`src/rtl/stkseq_pkg.sv`:
```
package stkseq_pkg;

  typedef enum logic [3:0] {
    ST_IDLE,
    ST_PUSH_H,
    ST_PUSH_L,
    ST_PUSH_P,
    ST_VEC_L,
    ST_VEC_H,
    ST_PULL_P,
    ST_PULL_L,
    ST_PULL_H,
    ST_FIN
  } seq_state_t;

  typedef enum logic [2:0] {
    OP_CALL,
    OP_RET,
    OP_BRK,
    OP_RTI,
    OP_IRQ,
    OP_NMI
  } seq_op_t;

  // status byte bit positions
  localparam int unsigned SB_IDIS = 2;
  localparam int unsigned SB_BRK  = 4;
  localparam int unsigned SB_ONE  = 5;

  // image of the status as written to the stack
  function automatic logic [7:0] stacked_status(input logic [7:0] s, input logic from_brk);
    logic [7:0] r;
    r         = s;
    r[SB_ONE] = 1'b1;
    r[SB_BRK] = from_brk;
    return r;
  endfunction

  // status as taken back from the stack: the break bit is not a real flag
  function automatic logic [7:0] restored_status(input logic [7:0] s);
    logic [7:0] r;
    r         = s;
    r[SB_ONE] = 1'b1;
    r[SB_BRK] = 1'b0;
    return r;
  endfunction

endpackage

```
`src/rtl/stkseq_arb.sv`:
```
module stkseq_arb
  import stkseq_pkg::*;
(
  input  logic    req_call,
  input  logic    req_ret,
  input  logic    req_brk,
  input  logic    req_rti,
  input  logic    irq,
  input  logic    nmi,
  input  logic    irq_mask,
  output logic    any_req,
  output seq_op_t win_op
);

  always_comb begin
    any_req = 1'b1;
    win_op  = OP_CALL;
    if (nmi)                    win_op = OP_NMI;
    else if (irq && !irq_mask)  win_op = OP_IRQ;
    else if (req_brk)           win_op = OP_BRK;
    else if (req_rti)           win_op = OP_RTI;
    else if (req_ret)           win_op = OP_RET;
    else if (req_call)          win_op = OP_CALL;
    else                        any_req = 1'b0;
  end

endmodule

```
`src/rtl/stkseq_sp.sv`:
```
module stkseq_sp #(
  parameter int unsigned        SP_W     = 8,
  parameter logic [SP_W-1:0]    SP_RESET = '1
) (
  input  logic            clk,
  input  logic            rst_n,
  input  logic            push,
  input  logic            pull,
  output logic [SP_W-1:0] sp,
  output logic [SP_W-1:0] sp_addr
);

  localparam logic [SP_W-1:0] SP_STEP = {{(SP_W-1){1'b0}}, 1'b1};

  logic [SP_W-1:0] sp_q;
  logic [SP_W-1:0] sp_d;
  logic            sp_en;
  logic [SP_W-1:0] sp_inc;

  assign sp_inc = sp_q + SP_STEP;

  always_comb begin
    sp_en = push | pull;
    sp_d  = sp_q;
    if (push)      sp_d = sp_q - SP_STEP;
    else if (pull) sp_d = sp_inc;
  end

  always_ff @(posedge clk or negedge rst_n) begin
    if (!rst_n)     sp_q <= SP_RESET;
    else if (sp_en) sp_q <= sp_d;
  end

  assign sp      = sp_q;
  assign sp_addr = pull ? sp_inc : sp_q;

endmodule

```
`src/rtl/stkseq_fsm.sv`:
```
module stkseq_fsm
  import stkseq_pkg::*;
(
  input  logic       clk,
  input  logic       rst_n,
  input  logic       start,
  input  seq_op_t    start_op,
  output seq_state_t state,
  output seq_op_t    op
);

  seq_state_t state_q, state_d;
  seq_op_t    op_q;

  always_comb begin
    state_d = state_q;
    unique case (state_q)
      ST_IDLE: begin
        if (start) begin
          unique case (start_op)
            OP_RET:  state_d = ST_PULL_L;
            OP_RTI:  state_d = ST_PULL_P;
            default: state_d = ST_PUSH_H;
          endcase
        end
      end
      ST_PUSH_H: state_d = ST_PUSH_L;
      ST_PUSH_L: state_d = (op_q == OP_CALL) ? ST_FIN : ST_PUSH_P;
      ST_PUSH_P: state_d = ST_VEC_L;
      ST_VEC_L:  state_d = ST_VEC_H;
      ST_VEC_H:  state_d = ST_FIN;
      ST_PULL_P: state_d = ST_PULL_L;
      ST_PULL_L: state_d = ST_PULL_H;
      ST_PULL_H: state_d = ST_FIN;
      ST_FIN:    state_d = ST_IDLE;
      default:   state_d = ST_IDLE;
    endcase
  end

  always_ff @(posedge clk or negedge rst_n) begin
    if (!rst_n) state_q <= ST_IDLE;
    else        state_q <= state_d;
  end

  always_ff @(posedge clk or negedge rst_n) begin
    if (!rst_n)     op_q <= OP_CALL;
    else if (start) op_q <= start_op;
  end

  assign state = state_q;
  assign op    = op_q;

endmodule

```
`src/rtl/stack_call_seq.sv`:
```
module stack_call_seq
  import stkseq_pkg::*;
#(
  parameter int unsigned          DATA_W     = 8,
  parameter int unsigned          ADDR_W     = 2 * DATA_W,
  parameter logic [DATA_W-1:0]    STACK_PAGE = 8'h01,
  parameter logic [DATA_W-1:0]    SP_RESET   = 8'hFF,
  parameter logic [ADDR_W-1:0]    VEC_NMI    = 16'hFFFA,
  parameter logic [ADDR_W-1:0]    VEC_IRQ    = 16'hFFFE
) (
  input  logic              clk,
  input  logic              rst_n,
  input  logic              req_call,
  input  logic              req_ret,
  input  logic              req_brk,
  input  logic              req_rti,
  input  logic              irq,
  input  logic              nmi,
  input  logic [ADDR_W-1:0] op_pc,
  input  logic [ADDR_W-1:0] call_target,
  input  logic [DATA_W-1:0] status_in,
  output logic [ADDR_W-1:0] mem_addr,
  output logic [DATA_W-1:0] mem_wdata,
  output logic              mem_we,
  input  logic [DATA_W-1:0] mem_rdata,
  output logic [ADDR_W-1:0] pc_out,
  output logic [DATA_W-1:0] status_out,
  output logic [DATA_W-1:0] sp_out,
  output logic              busy,
  output logic              done
);

  localparam logic [ADDR_W-1:0] RET_SKIP = ADDR_W'(2);
  localparam logic [ADDR_W-1:0] ONE_A    = ADDR_W'(1);

  // reset: asserted asynchronously, released on the clock
  logic [1:0] rst_sync_q;
  logic       rst_sync_n;

  always_ff @(posedge clk or negedge rst_n) begin
    if (!rst_n) rst_sync_q <= 2'b00;
    else        rst_sync_q <= {rst_sync_q[0], 1'b1};
  end
  assign rst_sync_n = rst_sync_q[1];

  // request selection and sequencing
  logic       any_req;
  seq_op_t    win_op;
  seq_state_t state;
  seq_op_t    op_q;
  logic       start;

  stkseq_arb u_arb (
    .req_call (req_call),
    .req_ret  (req_ret),
    .req_brk  (req_brk),
    .req_rti  (req_rti),
    .irq      (irq),
    .nmi      (nmi),
    .irq_mask (status_in[SB_IDIS]),
    .any_req  (any_req),
    .win_op   (win_op)
  );

  assign start = (state == ST_IDLE) && any_req;

  stkseq_fsm u_fsm (
    .clk      (clk),
    .rst_n    (rst_sync_n),
    .start    (start),
    .start_op (win_op),
    .state    (state),
    .op       (op_q)
  );

  // stack pointer
  logic              do_push;
  logic              do_pull;
  logic [DATA_W-1:0] sp_addr;

  assign do_push = (state == ST_PUSH_H) || (state == ST_PUSH_L) || (state == ST_PUSH_P);
  assign do_pull = (state == ST_PULL_P) || (state == ST_PULL_L) || (state == ST_PULL_H);

  stkseq_sp #(
    .SP_W     (DATA_W),
    .SP_RESET (SP_RESET)
  ) u_sp (
    .clk     (clk),
    .rst_n   (rst_sync_n),
    .push    (do_push),
    .pull    (do_pull),
    .sp      (sp_out),
    .sp_addr (sp_addr)
  );

  // operands captured at acceptance
  logic [ADDR_W-1:0] ret_pc_q, ret_pc_d;
  logic [ADDR_W-1:0] tgt_q;
  logic [DATA_W-1:0] stat_q;

  always_comb begin
    ret_pc_d = op_pc;
    if (win_op == OP_CALL || win_op == OP_BRK) ret_pc_d = op_pc + RET_SKIP;
  end

  always_ff @(posedge clk or negedge rst_n) begin
    if (!rst_n) begin
      ret_pc_q <= '0;
      tgt_q    <= '0;
      stat_q   <= '0;
    end else if (start) begin
      ret_pc_q <= ret_pc_d;
      tgt_q    <= call_target;
      stat_q   <= status_in;
    end
  end

  // memory bus
  logic [ADDR_W-1:0] vec_base;

  assign vec_base = (op_q == OP_NMI) ? VEC_NMI : VEC_IRQ;

  always_comb begin
    mem_addr  = {STACK_PAGE, sp_addr};
    mem_we    = do_push;
    mem_wdata = '0;
    unique case (state)
      ST_PUSH_H: mem_wdata = ret_pc_q[ADDR_W-1:DATA_W];
      ST_PUSH_L: mem_wdata = ret_pc_q[DATA_W-1:0];
      ST_PUSH_P: mem_wdata = stacked_status(stat_q, op_q == OP_BRK);
      ST_VEC_L:  mem_addr  = vec_base;
      ST_VEC_H:  mem_addr  = vec_base + ONE_A;
      default:   mem_wdata = '0;
    endcase
  end

  // byte holders for pulls and vector reads
  logic              lo_en;
  logic              pst_en;
  logic [DATA_W-1:0] lo_q;
  logic [DATA_W-1:0] pst_q;

  assign lo_en  = (state == ST_VEC_L) || (state == ST_PULL_L);
  assign pst_en = (state == ST_PULL_P);

  always_ff @(posedge clk or negedge rst_n) begin
    if (!rst_n)     lo_q <= '0;
    else if (lo_en) lo_q <= mem_rdata;
  end

  always_ff @(posedge clk or negedge rst_n) begin
    if (!rst_n)      pst_q <= '0;
    else if (pst_en) pst_q <= restored_status(mem_rdata);
  end

  // results
  logic              res_en;
  logic [ADDR_W-1:0] pc_d, pc_q;
  logic [DATA_W-1:0] st_d, st_q;

  always_comb begin
    res_en = 1'b0;
    pc_d   = {mem_rdata, lo_q};
    st_d   = stat_q;
    unique case (state)
      ST_PUSH_L: begin
        res_en = (op_q == OP_CALL);
        pc_d   = tgt_q;
      end
      ST_VEC_H: begin
        res_en         = 1'b1;
        st_d[SB_IDIS]  = 1'b1;
      end
      ST_PULL_H: begin
        res_en = 1'b1;
        if (op_q == OP_RTI) st_d = pst_q;
      end
      default: res_en = 1'b0;
    endcase
  end

  always_ff @(posedge clk or negedge rst_n) begin
    if (!rst_n) begin
      pc_q <= '0;
      st_q <= '0;
    end else if (res_en) begin
      pc_q <= pc_d;
      st_q <= st_d;
    end
  end

  assign pc_out     = pc_q;
  assign status_out = st_q;
  assign busy       = (state != ST_IDLE);
  assign done       = (state == ST_FIN);

endmodule

```
`config.mk`:
```
export PLATFORM = sky130hd
export DESIGN_NAME = stack_call_seq
export DESIGN_NICKNAME = d
export VERILOG_FILES = /design/src/rtl/stkseq_pkg.sv /design/src/rtl/stkseq_arb.sv /design/src/rtl/stkseq_sp.sv /design/src/rtl/stkseq_fsm.sv /design/src/rtl/stack_call_seq.sv
export SDC_FILE = /design/constraint.sdc
export NUM_CORES = 1
export LEC_CHECK = 0
export ABC_AREA = 1
export BUFFER_PORTS_ARGS = -buffer_cell sky130_fd_sc_hd__buf_2
export CAP_MARGIN = 20
export CORE_UTILIZATION = 54
export CTS_CLUSTER_SIZE = 8
export DETAILED_ROUTE_END_ITERATION = 16
export GPL_TIMING_DRIVEN = 0
export PLACE_DENSITY = 0.8
export SLEW_MARGIN = 20
export SYNTH_ARGS = -nofsm -noshare
export SYNTH_HDL_FRONTEND = slang
export SYNTH_SLANG_ARGS = --single-unit
```
`constraint.sdc`:
```
create_clock -name clk -period 1.5 [get_ports clk]
set_input_delay 0.075 -clock clk [delete_from_list [all_inputs] [get_ports clk]]
set_output_delay 0.075 -clock clk [all_outputs]
set_load 0.005 [all_outputs]
```
==> results.yml, run 1 <==
floorplan:
  die_h_um: 98.6
  start_util_pct: 56.7
  pin_count: 115
  dieWidth_um: 98.6
  placementRows: 34
clocking:
  clockBufferDepth: 2
  cts_sinks: 96
  root_buffer: "clkbuf_8"
  cts_buffers: 9
  cts_max_level: 3
timing:
  postGrtWorstEndpoint: "mem_addr[4]"
  worstEndpointType: "primary output"
logic_synthesis:
  synthArstFlopShare_pct: 100
  syn_area_mm2: 0.00504
  yosys.area.top_type_share_pct: 43.7
  ys_seq_area_share_pct: 47.9
  synth_seq_cells: 96
  ys.warnings.count: 0
  yosysUniqueCellTypes: 39
  netlist_top_cells_area: "dfrtp_1 44%, nand2_1 21%, o21ai_0 5.4%"
  syn_inst: 663
  synth-edff-count: 0
  syn_avg_cell_area_um2: 7.60
  ys.flop_type: "dfrtp_1"
  yosys.area.top_type: "dfrtp_1"
grt:
  overflow: 20
  grt_max_degree: 59
  grt_use_total_pct: 59.9
run_status:
  run_status: "aborted with a tool error"
  firstError: "[ERROR GRT-0232] Routing congestion too high. Check the congestion heatmap in the GUI."
  lastStage: "global routing"
place:
  port_buffers: 113
  post-dp-hpwl_um: 9480
  detailedPlace.worstSlack_ns: -0.527
  gp_congestion: 0.871
  dp_cells: 886
[routing by layer]
layer  overflow  global-route usage, %
met5          0                      0
met2         16                   87.3
met3          0                   32.1
met4          4                   52.4
met1          0                   63.2
[synthesized netlist by cell type, types with 2 or more instances]
master	count
a21oi_1	2
a21oi_4	2
buf_2	5
buf_4	13
buf_6	3
clkbuf_1	4
dfrtp_1	88
dfstp_2	8
ha_1	3
inv_1	61
inv_2	5
inv_4	2
mux2_2	7
nand2_1	279
nand3_1	34
nand4_1	10
nor2_1	33
nor2_2	5
nor2_4	2
nor3_1	4
o211ai_1	2
o21ai_0	54
o21ai_1	9
o21bai_1	2
or2_2	2
xnor2_1	2
xor2_1	10
[per-stage QoR]
step	cell area, um^2	hold slack, ns
global placement	5740	0.267
floorplan	5040	-0.221
detailed placement	5770	0.00555
CTS	7070	0.0109
[logic make-up after synthesis]
group           count (synthesis)  share of synthesized area (%)
buf+inv                        93                           8.56
xor+xnor                       12                           2.09
other cells                     1                         0.0744
compound gates                 77                           8.66
mux                             7                           1.56
simple gates                  374                           30.4
fa+ha+maj                       3                          0.745
flops                          96                           47.9
[what timing repair did]
item	in CTS
setup buffers	41
hold buffers	32
endpoints found under the hold margin	115
endpoints found under the setup margin	105
cloned	4
resized for setup	127
pin swaps	24
==> run 2, diff against run 1 <==
- CORE_UTILIZATION: 54 -> 40
- CTS_CLUSTER_SIZE: 8 -> not set
- PLACE_DENSITY: 0.8 -> not set
- PLACE_DENSITY_LB_ADDON: not set -> 0.15
==> run 2 against run 1 <==
  * The flow now finishes, with violations (negative setup slack)
  * Synthesized area stayed put
  * Synthesized cell count stayed put
==> results.yml, run 2 <==
grt:
  grt_max_degree: 54
  antenna_found_initial: 0
  overflow: 0
  grt_use_total_pct: 24.6
  grt_pass1_vias: 5041
  grt_pass1_wl_um: 24800
floorplan:
  coreArea_mm2: 0.0122
  placementRows: 40
  pin_count: 115
  dieWidth_um: 114
  fp.dieArea_mm2: 0.0131
  die_h_um: 114
  start_util_pct: 41.4
drt:
  wl_um: 17300
  drc: 0
  first_pass_iters: 5
  wire_per_inst_um: 16.1
  vias: 5319
  antenna_left: 0
  drt_iter0_markers: 250
  viasPerCell: 4.96
setup_path:
  critPathSlowestCell: "dfrtp_2"
  start_kind: "flop"
  critPathMaxFanout: 5
  cp.required_ns: 1.42
  path_cells: "nor2_4, nand3_4, nand2_4, buf_8, nand2_4, xor2_1, nand2_1, nand2_2, buf_6"
  path_class: "reg2out"
  end_kind: "primary output"
  crit_start: "u_fsm.state[1]"
  timing.rr.start: "u_fsm.state[3]"
  max_stage_delay_ns: 0.46
  cp.arrival_ns: 1.87
  crit_top_cell: "nand2_4"
power:
  powerDensity_mw_per_mm2: 2200
  peakVddDrop_uv: 1060
  p_leak_nw: 4.25
  total_power_mw: 18.3
timing:
  skew_ns: 0.00514
  setup-violations-final: 110
  period_share_pct: 130
  worst_pin_slew_ns: 0.701
  period_needed_ns: 1.95
  rsz0062_at_grt: "true"
  slew_headroom_pct: 53.3
  finalMaxSlewViolations: 0
  clock.fmax_mhz: 513
  hold_viol_final: 0
  setup_slack_ns: -0.448
clocking:
  clockBufferDepth: 2
  clk_pin_slew_ns: 0.07
  cts_max_level: 3
  cts_buffers: 9
  cts_sinks: 96
  cts_tree: "built"
  insertion_delay_ns: 0.35
  root_buffer: "clkbuf_16"
worst_hold_path:
  hold_class: "in2reg"
  min_from: "mem_rdata[0]"
final_layout:
  fin_nets: 959
  mostFrequentLayoutCells: "194 x nand2_1, 102 x buf_2, 85 x dfrtp_1"
  final_common_cell: "nand2_1"
  fin_area_mm2: 0.00832
  antennaDiodeCount: 0
  area_growth_syn_to_layout_pct: 65.0
  drive_gt1_share_pct: 46.7
logic_synthesis:
  ys_seq_area_share_pct: 47.9
  ys.flop_type: "dfrtp_1"
  synth_seq_cells: 96
  yosys.area.top_type: "dfrtp_1"
  netlist_top_cells_area: "dfrtp_1 44%, nand2_1 21%, o21ai_0 5.4%"
  synth.most_common_cell: "nand2_1"
  yosysUniqueCellTypes: 39
  syn_avg_cell_area_um2: 7.60
  synthArstFlopShare_pct: 100
  synthTopCellsByCount: "279 x nand2_1, 88 x dfrtp_1, 61 x inv_1"
  synth-edff-count: 0
  syn_area_mm2: 0.00504
  ys.warnings.count: 0
  yosys.area.top_type_share_pct: 43.7
  syn_inst: 663
run:
  drv_cap: 0
place:
  place_area_mm2: 0.00585
  port_buffers: 113
  gp_congestion: 0.837
  post-dp-hpwl_um: 9830
run_status:
  violations: "negative setup slack"
  run_status: "finished with violations"
## run 2: cell counts after synthesis
No cell type changed its count.
## run 2: layer usage
layer	share of wire [%]	vias to the layer above	global-route usage, %
met4	2.8	0	9.44
met3	4.2	33	3.55
met2	51	168	41.7
li1	-	2563	-
met5	0	-	0
met1	42	2555	31.7
## run 2: final timing paths
| path | endpoint | slack, ns | cells after the start |
|---|---|---|---|
| max in group asynchronous | ret_pc_q[3] | 0.67 | 3 |
| min in group asynchronous | tgt_q[12] | 0.21 | 2 |
| max reg2reg | ret_pc_q[4] | -0.29 | 12 |
| max | mem_addr[2] | -0.45 | 9 |
| min reg2reg | u_fsm.op[0] | 0.29 | 0 |
| min | pst_q[0] | 0.01 | 3 |
## run 2: what timing repair did
item	CTS	global route
gates resized for setup	179	176
setup endpoints to repair	102	109
setup buffers	44	32
hold buffers	29	0
endpoints found under the hold margin	57	0
gates cloned	6	6
pin swaps	29	54
## run 2: worst max-delay path, delay by kind of cell (launching register included)
kind | cells | cell delay, ns
xor+xnor | 1 | 0.18
buf+inv | 2 | 0.24
flops | 1 | 0.46
simple gates | 6 | 0.65
## run 2: logic make-up after synthesis
| kind of cell | synth area share, % |
|---|---|
| buf+inv | 8.56 |
| flops | 47.9 |
| other cells | 0.0744 |
| simple gates | 30.4 |
| fa+ha+maj | 0.745 |
| xor+xnor | 2.09 |
| mux | 1.56 |
| compound gates | 8.66 |
## run 2: final cells by class
cell class	instances	area, um^2
Inverter	68	303
Fill cell	937	3840
Timing Repair Buffer	226	1910
Clock buffer	10	229
Tap cell	168	210
Multi-Input combinational cell	475	2850
Sequential cell	96	2420
Clock inverter	6	68.8
Buffer	24	323
## run 2: metrics by stage
stage	hold WS, ns	setup TNS, ns	utilization [%]	setup slack (ns)	cells
2_1_floorplan	-0.221	0	-	0.0252	664
3_3_place_gp	0.269	-38.11	47.8	-0.442	945
3_5_place_dp	0.0494	-16.68	48.1	-0.535	946
4_1_cts	0.00196	-9.39	61.2	-0.421	1040
5_1_grt	0.0131	-32.21	68.4	-0.506	1073
6_report	0.0131	-25.93	68.4	-0.448	1073
## run 2: where the power goes
part | leakage (nW) | switching [mW] | internal (mW) | total (mW)
logic | 2.95 | 5.62 | 5.52 | 11.1
registers | 1.16 | 0.842 | 3.93 | 4.77
clock network | 0.143 | 1.07 | 1.30 | 2.38
total | 4.25 | 7.53 | 10.7 | 18.3
Power figures use the tool's default switching activity.
